`config.mk`:
```
export PLATFORM = sky130hd
export DESIGN_NAME = uni_shift_reg
export DESIGN_NICKNAME = d
export VERILOG_FILES = /design/src/rtl/ushift_pkg.sv /design/src/rtl/ushift_rst_release.sv /design/src/rtl/ushift_core.sv /design/src/rtl/ushift_mode_watch.sv /design/src/rtl/uni_shift_reg.sv
export SDC_FILE = /design/constraint.sdc
export NUM_CORES = 1
export LEC_CHECK = 0
export BUFFER_PORTS_ARGS = -buffer_cell sky130_fd_sc_hd__buf_2
export CAP_MARGIN = 20
export CORE_AREA = 2 2 39 41
export CTS_CLUSTER_DIAMETER = 50
export CTS_CLUSTER_SIZE = 8
export DETAILED_ROUTE_END_ITERATION = 8
export DIE_AREA = 0 0 41 43
export SYNTH_ARGS = -nofsm -noshare
export SYNTH_HDL_FRONTEND = slang
export SYNTH_HIERARCHICAL = 1
export SYNTH_SLANG_ARGS = --single-unit
```
`constraint.sdc`:
```
create_clock -name clk -period 0.8 [get_ports clk]
set_clock_uncertainty 0.1 [all_clocks]
set_input_delay 0.12 -clock clk [delete_from_list [all_inputs] [get_ports clk]]
set_output_delay 0.12 -clock clk [all_outputs]
set_load 0.02 [all_outputs]
```
`src/rtl/ushift_pkg.sv`:
```
package ushift_pkg;
  localparam int MODE_W = 2;

  typedef enum logic [MODE_W-1:0] {
    M_HOLD = 2'b00,
    M_SHR  = 2'b01,
    M_SHL  = 2'b10,
    M_LOAD = 2'b11
  } mode_e;
endpackage

```
`src/rtl/ushift_rst_release.sv`:
```
// Asynchronous assert, synchronous release of the active-low clear.
module ushift_rst_release #(
  parameter int STAGES = 2
) (
  input  logic clk,
  input  logic clr_n,
  output logic rst_n
);
  logic [STAGES-1:0] sync_q;
  logic [STAGES-1:0] sync_nxt;

  always_comb begin
    sync_nxt = {sync_q[STAGES-2:0], 1'b1};
  end

  always_ff @(posedge clk or negedge clr_n) begin
    if (!clr_n) sync_q <= '0;
    else        sync_q <= sync_nxt;
  end

  assign rst_n = sync_q[STAGES-1];
endmodule

```
`src/rtl/ushift_core.sv`:
```
// Register stages with mode-driven next-state selection.
module ushift_core
  import ushift_pkg::*;
#(
  parameter int WIDTH = 4
) (
  input  logic              clk,
  input  logic              rst_n,
  input  logic [MODE_W-1:0] mode,
  input  logic [WIDTH-1:0]  par_d,
  input  logic              ser_r,
  input  logic              ser_l,
  output logic [WIDTH-1:0]  q
);
  localparam int MSB = WIDTH - 1;

  logic [WIDTH-1:0] q_r;
  logic [WIDTH-1:0] q_nxt;
  logic [WIDTH-1:0] shr_v;
  logic [WIDTH-1:0] shl_v;
  logic             q_en;

  // Per-stage neighbour selection for both shift directions.
  for (genvar i = 0; i < WIDTH; i++) begin : g_stage
    if (i == 0) begin : g_first
      assign shr_v[i] = ser_r;
    end else begin : g_rest_r
      assign shr_v[i] = q_r[i-1];
    end
    if (i == MSB) begin : g_last
      assign shl_v[i] = ser_l;
    end else begin : g_rest_l
      assign shl_v[i] = q_r[i+1];
    end
  end

  always_comb begin
    q_nxt = q_r;
    q_en  = 1'b0;
    case (mode_e'(mode))
      M_LOAD:  begin q_nxt = par_d; q_en = 1'b1; end
      M_SHR:   begin q_nxt = shr_v; q_en = 1'b1; end
      M_SHL:   begin q_nxt = shl_v; q_en = 1'b1; end
      default: begin q_nxt = q_r;   q_en = 1'b0; end
    endcase
  end

  always_ff @(posedge clk or negedge rst_n) begin
    if (!rst_n)    q_r <= '0;
    else if (q_en) q_r <= q_nxt;
  end

  assign q = q_r;

  a_r1_load: assert property (@(posedge clk) disable iff (!rst_n)
    (rst_n && mode == M_LOAD) |=> (q == $past(par_d)));

  a_r2_shift_right: assert property (@(posedge clk) disable iff (!rst_n)
    (rst_n && mode == M_SHR) |=> (q == {$past(q[MSB-1:0]), $past(ser_r)}));

  a_r3_shift_left: assert property (@(posedge clk) disable iff (!rst_n)
    (rst_n && mode == M_SHL) |=> (q == {$past(ser_l), $past(q[MSB:1])}));

  a_r4_hold: assert property (@(posedge clk) disable iff (!rst_n)
    (rst_n && mode == M_HOLD) |=> $stable(q));
endmodule

```
`src/rtl/ushift_mode_watch.sv`:
```
// Flags a mode change made while the clock was low.
module ushift_mode_watch
  import ushift_pkg::*;
(
  input  logic              clk,
  input  logic              rst_n,
  input  logic [MODE_W-1:0] mode,
  output logic              viol
);
  logic [MODE_W-1:0] mode_fall_q;
  logic              flag_q;
  logic              flag_nxt;

  always_ff @(negedge clk or negedge rst_n) begin
    if (!rst_n) mode_fall_q <= '0;
    else        mode_fall_q <= mode;
  end

  always_comb begin
    flag_nxt = flag_q | (mode != mode_fall_q);
  end

  always_ff @(posedge clk or negedge rst_n) begin
    if (!rst_n) flag_q <= 1'b0;
    else        flag_q <= flag_nxt;
  end

  assign viol = flag_q;

  a_r8_sticky: assert property (@(posedge clk) disable iff (!rst_n)
    flag_q |=> flag_q);
endmodule

```
`src/rtl/uni_shift_reg.sv`:
```
module uni_shift_reg
  import ushift_pkg::*;
#(
  parameter int WIDTH = 4
) (
  input  logic              clk,
  input  logic              clr_n,
  input  logic [MODE_W-1:0] mode,
  input  logic [WIDTH-1:0]  par_d,
  input  logic              ser_r,
  input  logic              ser_l,
  output logic [WIDTH-1:0]  q,
  output logic              mode_viol
);
  logic rst_n;

  ushift_rst_release #(.STAGES(2)) u_rel (
    .clk   (clk),
    .clr_n (clr_n),
    .rst_n (rst_n)
  );

  ushift_core #(.WIDTH(WIDTH)) u_core (
    .clk   (clk),
    .rst_n (rst_n),
    .mode  (mode),
    .par_d (par_d),
    .ser_r (ser_r),
    .ser_l (ser_l),
    .q     (q)
  );

  ushift_mode_watch u_watch (
    .clk   (clk),
    .rst_n (rst_n),
    .mode  (mode),
    .viol  (mode_viol)
  );
endmodule

```
==> results of run 1 <==
## state kept, by name (all words and copies together), names as in the netlist
| register | count |
|---|---|
| u_watch/mode_fall_q | 2 |
| u_core/q | 4 |
| u_watch/viol | 1 |
| u_rel/sync_q | 2 |
## cell usage in the layout (no fill, tap or decap)
master,synthesis,layout
dfrtp_1,7,3
ha_4,0,1
dfrtp_2,0,4
dlygate4sd3_1,0,1
ha_1,3,2
nand2b_4,1,1
buf_2,0,9
or3_1,1,1
buf_4,0,5
dfrtn_1,2,2
clkbuf_4,0,3
buf_6,0,6
inv_2,0,2
clkbuf_1,0,1
conb_1,1,1
xor2_1,2,2
nor3_1,8,8
nor2b_1,4,4
a221oi_2,0,4
## metrics by stage
step                      hold WS, ns  util, %  worst slack [ns]  power (W)  setup TNS [ns]
final                         -0.0327     47.7            -0.636    0.00121           -2.55
after CTS                     -0.0275     47.5            -0.629    0.00122           -2.62
after floorplan                -0.276        -            -0.600   0.000719           -1.27
after global routing          -0.0111     47.7            -0.667    0.00131           -3.00
after detailed placement       -0.193     42.0            -0.616   0.000826           -2.45
after global placement         -0.194     42.0            -0.603   0.000825           -2.45
## cell families after synthesis
logic type,count (synthesis)
AO/OA/AOI/OAI,4
flip-flops,9
buffers and inverters,2
other,1
AND/OR/NAND/NOR,14
adder cells (fa/ha/maj),3
XOR/XNOR,2
## timing repair
item / 4_1_cts / 5_1_grt
endpoints found under the hold margin: 4 / 2
gates resized for setup: 10 / 1
endpoints found under the setup margin: 10 / 10
pin swaps: 1 / 2
setup buffers: 1 / 0
## power by group through the flow
stage	Clock (W)	Combinational, W	Sequential [W]
2_1_floorplan	0	0.000119	0.000600
3_3_place_gp	0	0.000261	0.000564
3_5_place_dp	0	0.000262	0.000563
4_1_cts	0.000345	0.000319	0.000561
5_1_grt	0.000393	0.000350	0.000571
6_report	0.000326	0.000320	0.000563
## critical path, delay by kind of cell, from the launching register on
kind | cells | cell delay (ns)
xor+xnor | 1 | 0.14
simple gates | 1 | 0.33
flops | 1 | 0.34
## final timing paths
kind,startpoint,to,slack [ns],depth (start not counted)
setup / recovery,u_watch/mode_fall_q[1],u_watch/viol,-0.64,2
hold / removal,u_rel/sync_q[1],u_core/q[2],-0.03,0
setup reg to reg,u_watch/mode_fall_q[1],u_watch/viol,-0.64,2
hold reg to reg,u_rel/sync_q[1],u_core/q[2],-0.03,0
max in group asynchronous,u_rel/sync_q[1],u_watch/mode_fall_q[1],0.17,0
min in group clk,par_d[1],u_core/q[1],0.05,3
## metal layers
metal,vias up,wire length [um]
li1,178,-
met1,163,333
met2,10,344
met3,0,59
met4,0,0
met5,-,0
## cell type report
type,instances,area share (%)
inverter,2,1.14
clock buffer,4,3.98
tap,16,3.03
timing repair buffer,21,24.2
sequential,9,34.8
multi-input combinational,24,32.8
==> results.cfg, run 1 <==
[global_route]
gr-total-overflow = 0
top_usage_layer = met1
globalRouteMet3Util_pct = 9.42
first_pass_grt_wire_length_um = 1410
grt_start_max_net_pins = 6
grt_use_total_pct = 12.3
first_global_vias = 354
grtUsageMet2_pct = 15.9
gr_util_met1_pct = 16.2
antenna_violations_before_repair = 0

[placed_design]
place_inst = 70
placement.cell_area_um2 = 582
weighted_congestion_at_the_end_of_routability_driven_global_placement = 0.728
detailed_place_hpwl_um = 628
port_buffers = 14

[finish]
post_layout_nonfiller_instances = 76
drive_above_1_share_pct = 58.3
multiInputGateArea_um2 = 216
fill_cells = 133
antenna_cells_inserted = 0
area_growth_synth_to_finish_pct = 60.5
register_area_um2 = 230
finalInstanceArea_um2 = 661
finish.net_count = 74

[route]
num_vias = 351
routed_via_density = 4.62
drt.antenna.violating_nets = 0
route.final.wire_length_um = 737
drt-wirelength-per-cell_um = 9.70
drc_errors = 0
drt-pass1-iter-count = 1
drt_iter0_drc = 0

[sta]
grt_setup_unrepaired = true
fin_ws_ns = -0.636
hold_ws_ns = -0.0327
final-hold-violation-count = 2
maxSlewViolCount = 0
finalSetupViolations = 10

[setup_path]
crit_path_max_delay_cell_type = dfrtn_1
critPathRequiredTime_ns = 0.83
setup.worst_path.start_class = flip-flop
slowest_delay_ns = 0.34
path_max_fanout = 1
path_class = flip-flop to flip-flop
worstSetupEndpointType = flip-flop
worstPathArrival_ns = 1.47
crit_path_cell_trace = xor2_1, or3_1

[clock_tree]
cts_buffer_count = 3
clk_root_buffer_cell = clkbuf_4
insertion_delay_ns = 0.26
htreeDepth = 1
ctsHoldBuffers = 1
tritoncts_num_sinks = 9
cts_tree = yes
clk_pin_slew_worst_paths_ns = 0.06
cts.path.max_buffers = 2

[synth]
post_synth_fa_ha_maj_area_fraction_pct = 9.12
synth_top_flop_cell = dfrtp_1
dominant_combinational_cell_family_by_area_after_synthesis = simple AND/OR/NAND/NOR gates
synthSimpleGateAreaFrac_pct = 20.7
yosysWarnings = 6
synthDistinctLibCells = 11
synth_cells = 35
synth.mux.area_fraction_pct = 0
synth-xor-area-share_pct = 4.26
async_flop_share_pct = 100
ys_seq_elements = 9
post_synth.cell_area_avg_um2 = 11.8
synth-edff-count = 0
synth_most_common_cell = nor3_1
netlist_top_cells_count = nor3_1, dfrtp_1, a221oi_1, nor2b_1, ha_1
synth.cell_area_um2 = 412
synthDominantAreaCellType = dfrtp_1
ys_seq_area_share_pct = 54.7
synth_compound_gate_area_share_pct = 8.51
synth_top_cells_by_area = dfrtp_1, dfrtn_1, nor3_1
synth.net_count = 48
synth_top_cell_area_share_pct = 42.6

[floorplan]
floorplan.rows = 14
floorplan.core_area_mm2 = 0.00138
die_x_um = 41
floorplan.initialDensity_pct = 29.7
die_h_um = 43
top_level_ports = 15
area_of_the_die_mm2 = 0.00176

[pwr]
clock_power_share_pct = 26.9
p_comb_share_pct = 26.5
power.switching_w = 0.000331
vdd_ir_drop_max_mv = 1.29
pwr_density_cell_mw_per_mm2 = 1830
netSwitchingFraction_pct = 27.4
power_report.internal_total_w = 0.000878
sequential_share_of_power_pct = 46.6
power_leakage_nw = 0.301

[status]
run_status = complete, but fails checks
violations = hold timing, setup timing

[job]
timing.max_cap.violations = 0

[worst_hold_path]
worstHoldPathType = flip-flop to asynchronous set/reset pin
Power figures use the tool's default switching activity.
==> run 2: changes to the inputs <==
SYNTH_HIERARCHICAL = not set   (was 1)
==> run 2 against run 1 <==
Compared with the run above:
- the run ends with setup timing left
- utilization grew 0.90 points
- routed wire length grew 13%
- design area grew 1.9%
- critical path type unchanged
- highest routed layer is now met4
==> results.cfg, run 2 <==
[placed_design]
weighted_congestion_at_the_end_of_routability_driven_global_placement = 0.655
place_inst = 71
detailedPlace.worstSlack_ns = -0.630
placement.cell_area_um2 = 589
port_buffers = 14
detailed_place_hpwl_um = 693

[clock_tree]
cts_tree = yes
cts.path.max_buffers = 2
cts_buffer_count = 3
clk_pin_slew_worst_paths_ns = 0.06
insertion_delay_ns = 0.26
tritoncts_num_sinks = 9
htreeDepth = 1
clk_root_buffer_cell = clkbuf_4

[finish]
finish.net_count = 75
finalInstanceArea_um2 = 673
drive_above_1_share_pct = 60.7
multiInputGateArea_um2 = 221
commonest_non_fill_non_tap_cell_in_the_layout = buf_2
fill_cells = 127
register_area_um2 = 230
antenna_cells_inserted = 0
most_frequent_cells_in_the_layout = buf_2, nor3_1, buf_6, buf_4
post_layout_nonfiller_instances = 77
largest_register_ffs = 4
area_growth_synth_to_finish_pct = 63.5

[sta]
final-hold-violation-count = 0
finalSetupViolations = 10
grt_setup_unrepaired = true
sum_of_negative_setup_slack_ns = -2.65
maxSlewViolCount = 0
fin_ws_ns = -0.650

[synth]
synth-edff-count = 0
post_synth_fa_ha_maj_area_fraction_pct = 9.12
synth-xor-area-share_pct = 4.26
synth_compound_gate_area_share_pct = 8.51
synth.mux.area_fraction_pct = 0
ys_seq_elements = 9
synth_most_common_cell = nor3_1
synth_top_cells_by_area = dfrtp_1, dfrtn_1, nor3_1
yosysWarnings = 0
synthDominantAreaCellType = dfrtp_1
synthSimpleGateAreaFrac_pct = 20.7
ys_seq_area_share_pct = 54.7
synth_top_cell_area_share_pct = 42.6
netlist_top_cells_count = nor3_1, dfrtp_1, a221oi_1, nor2b_1, ha_1
synth.net_count = 48
async_flop_share_pct = 100
synthDistinctLibCells = 11
dominant_combinational_cell_family_by_area_after_synthesis = simple AND/OR/NAND/NOR gates
synth_cells = 35
synth.cell_area_um2 = 412
synth_top_flop_cell = dfrtp_1
post_synth.cell_area_avg_um2 = 11.8

[status]
run_status = complete, but fails checks
violations = setup timing

[floorplan]
floorplan.core_area_mm2 = 0.00138
die_h_um = 43
floorplan.initialDensity_pct = 29.7
area_of_the_die_mm2 = 0.00176
floorplan.rows = 14
die_x_um = 41
top_level_ports = 15

[global_route]
grt_start_max_net_pins = 6
first_global_vias = 399
first_pass_grt_wire_length_um = 1590
antenna_violations_before_repair = 0
grt_use_total_pct = 13.5
gr-total-overflow = 0

[pwr]
power_w = 0.00124
power_leakage_nw = 0.307
vdd_ir_drop_max_mv = 0.807
pwr_density_cell_mw_per_mm2 = 1840

[route]
route.final.wire_length_um = 833
drt.antenna.violating_nets = 0
drt-wirelength-per-cell_um = 10.8
routed_via_density = 4.62
drc_errors = 0
drt_iter0_drc = 0
drt-pass1-iter-count = 1
num_vias = 356

[job]
timing.max_cap.violations = 0

[setup_path]
critPathRequiredTime_ns = 0.83
worstPathArrival_ns = 1.48
path_class = flip-flop to flip-flop
worstSetupEndpointType = flip-flop
path_max_fanout = 1
setup.worst_path.start_class = flip-flop

[worst_hold_path]
worstHoldPathType = input pin to flip-flop
## run 2: cell counts after synthesis
Identical to the previous run, type by type.
## run 2: worst paths after layout
check                      slack (ns)  cells after the start                     end                   start
hold reg to reg                  0.12                      1             u_core.q[3]         u_rel.sync_q[1]
min in group asynchronous        0.08                      2         u_rel.sync_q[0]                   clr_n
setup reg to reg                -0.65                      2            u_watch.viol  u_watch.mode_fall_q[0]
max in group asynchronous        0.18                      0  u_watch.mode_fall_q[0]         u_rel.sync_q[1]
setup / recovery                -0.65                      2            u_watch.viol  u_watch.mode_fall_q[0]
hold / removal                   0.01                      3             u_core.q[3]                par_d[3]
## run 2: area by class of cell
cell class,instances,area share [%]
Timing Repair Buffer,22,24.9
Inverter,2,1.12
Clock buffer,4,3.90
Sequential cell,9,34.2
Tap cell,16,2.97
Multi-Input combinational cell,24,32.9
## run 2: cells by family (layout without fill, tap and decap cells)
kind of cell,count (synthesis),in the layout
and+or+nand+nor,14,14
DFF,9,9
AOI/OAI and AO/OA,4,4
adders and majority gates,3,3
xor gates and xnor gates,2,2
buffers and inverters,2,28
other,1,1
## run 2: through the flow
step / hold slack (ns) / util, %
floorplan: -0.276 / -
global placement: -0.194 / 42.6
detailed placement: -0.193 / 42.6
CTS: 0.0329 / 48.3
global route: 0.0410 / 48.6
finish: 0.0142 / 48.6
## run 2: critical path: stages (launching register included)
cell     delay (ns)
dfrtn_1        0.34
xor2_1         0.14
or3_1          0.34
## run 2: what timing repair did
action / in CTS / in global routing
gates resized for setup: 11 / 1
pin swaps: 1 / 0
hold buffers: 1 / 0
gates cloned: 0 / 0
setup endpoints to repair: 10 / 10
buffers inserted: 1 / 0
endpoints found under the hold margin: 2 / 0
## run 2: routing by layer
metal	routed length, um	GRT usage, %
met5	0	0
met2	428	20.6
met4	7	8.00
met3	28	3.14
met1	368	16.2
## run 2: power breakdown
group | switching (W) | total [W] | leakage (nW) | internal [W]
clock | 0.000152 | 0.000344 | 0.0150 | 0.000192
sequential | 0.0000471 | 0.000554 | 0.0979 | 0.000507
combinational | 0.000152 | 0.000339 | 0.194 | 0.000187
total | 0.000352 | 0.00124 | 0.307 | 0.000885
==> run 3: changes to the inputs <==
==> constraint.sdc (replaced) <==
create_clock -name clk -period 0.8 [get_ports clk]
set_clock_uncertainty 0.1 [all_clocks]
set_input_delay 0.16 -clock clk [delete_from_list [all_inputs] [get_ports clk]]
set_output_delay 0.16 -clock clk [all_outputs]
set_load 0.02 [all_outputs]
==> run 3 against run 2 <==
Compared with the run above:
- the flow finishes with violations (hold timing, setup timing)
- critical path depth stayed put
- die area unchanged
- clock power fell by 1%
- non-clock buffer count rose by 3
- power is 5.8% higher
- largest cell class unchanged
==> results.cfg, run 3 (synthesis results as in run 2) <==
[status]
violations = hold timing, setup timing
run_status = complete, but fails checks

[route]
drt_iter0_drc = 1
routed_via_density = 4.69
drc_errors = 0
num_vias = 375
drt-wirelength-per-cell_um = 12.7
drt-pass1-iter-count = 2
route.final.wire_length_um = 1010
drt.antenna.violating_nets = 0

[placed_design]
placement.cell_area_um2 = 599
detailed_place_hpwl_um = 750
port_buffers = 14
weighted_congestion_at_the_end_of_routability_driven_global_placement = 0.707

[sta]
maxSlewViolCount = 0
grt_setup_unrepaired = true
fin_ws_ns = -0.628
sum_of_negative_setup_slack_ns = -2.95
final-hold-violation-count = 1
hold_ws_ns = -0.0437
finalSetupViolations = 10

[clock_tree]
cts.path.max_buffers = 2
htreeDepth = 1
clk_pin_slew_worst_paths_ns = 0.06
cts_buffer_count = 3
insertion_delay_ns = 0.26
cts_tree = yes
tritoncts_num_sinks = 9
clk_root_buffer_cell = clkbuf_4
ctsHoldBuffers = 1

[setup_path]
setup.worst_path.start_class = flip-flop
worstPathArrival_ns = 1.46
path_max_fanout = 1
path_class = flip-flop to flip-flop
critPathRequiredTime_ns = 0.83
worstSetupEndpointType = flip-flop

[global_route]
grt_use_total_pct = 15.2
grt_start_max_net_pins = 10
antenna_violations_before_repair = 0
first_pass_grt_wire_length_um = 1700
first_global_vias = 405
gr-total-overflow = 0

[finish]
largest_register_ffs = 4
area_growth_synth_to_finish_pct = 76.0
finalInstanceArea_um2 = 724
fill_cells = 130
commonest_non_fill_non_tap_cell_in_the_layout = buf_6
finish.net_count = 78
drive_above_1_share_pct = 60.9
antenna_cells_inserted = 0
final_core_util_pct = 52.4
most_frequent_cells_in_the_layout = buf_6, nor3_1, buf_4

[pwr]
p_comb_share_pct = 32.4
pwr_density_cell_mw_per_mm2 = 1810
clock_power_share_pct = 25.9
netSwitchingFraction_pct = 28.3
power_leakage_nw = 0.329
power_report.internal_total_w = 0.000938
sequential_share_of_power_pct = 41.8
vdd_ir_drop_max_mv = 1.21
power.switching_w = 0.000371

[floorplan]
top_level_ports = 15
die_x_um = 41
floorplan.core_area_mm2 = 0.00138
floorplan.initialDensity_pct = 29.7
die_h_um = 43
floorplan.rows = 14
area_of_the_die_mm2 = 0.00176

[job]
timing.max_cap.violations = 0

[worst_hold_path]
worstHoldPathType = flip-flop to asynchronous set/reset pin
==> run 3: changes by cell type in the layout (fill, tap and decap cells not counted), sizes merged <==
cell / previous run / this run
buf: 21 / 24
==> run 3: area by class of cell <==
| cell class | count | area [um^2] | share of cell area [%] |
|---|---|---|---|
| clock buffer | 4 | 26.3 | 3.63 |
| tap | 16 | 20.0 | 2.76 |
| multi-input combinational | 24 | 216 | 29.9 |
| timing repair buffer | 25 | 206 | 28.5 |
| inverter | 2 | 25.0 | 3.45 |
| sequential | 9 | 230 | 31.8 |
==> run 3: path summary, 6_finish.rpt <==
path	start	endpoint	slack, ns	cells past startpoint
max in group asynchronous	u_rel.sync_q[1]	u_watch.mode_fall_q[0]	0.17	0
max	u_watch.mode_fall_q[0]	u_watch.viol	-0.63	2
min in group clk	par_d[0]	u_core.q[0]	0.09	3
min	u_rel.sync_q[1]	u_core.q[3]	-0.04	0
max reg2reg	u_watch.mode_fall_q[0]	u_watch.viol	-0.63	2
min reg2reg	u_rel.sync_q[1]	u_core.q[3]	-0.04	0
==> run 3: critical path: stages (launching register included) <==
cell and delay (ns):
dfrtn_1 0.33, xor2_1 0.13, or3_1 0.33
==> run 3: through the flow <==
step	setup WS (ns)	std cells	power [W]	hold slack, ns
2_1_floorplan	-0.600	35	0.000724	-0.236
3_3_place_gp	-0.606	70	0.000841	-0.154
3_5_place_dp	-0.627	70	0.000846	-0.151
4_1_cts	-0.639	80	0.00132	-0.0263
5_1_grt	-0.649	80	0.00140	-0.00576
6_report	-0.628	80	0.00131	-0.0437
==> run 3: layer usage <==
| metal | GRT usage, % | routed length (um) |
|---|---|---|
| met1 | 16.2 | 394 |
| met3 | 7.85 | 40 |
| met4 | 6.00 | 8 |
| met5 | 0 | 0 |
| met2 | 24.1 | 569 |
==> run 3: power groups by stage <==
stage	Combinational, W	Clock, W	Sequential, W
6_report	0.000423	0.000339	0.000546
5_1_grt	0.000458	0.000390	0.000553
4_1_cts	0.000421	0.000357	0.000543
3_5_place_dp	0.000281	0	0.000565
3_3_place_gp	0.000280	0	0.000562
2_1_floorplan	0.000124	0	0.000600
==> run 3: repair_timing <==
action / CTS / global route
pin swaps: 0 / 1
endpoints found under the setup margin: 12 / 10
endpoints found under the hold margin: 3 / 1
setup buffers: 5 / 0
gates resized for setup: 15 / 1
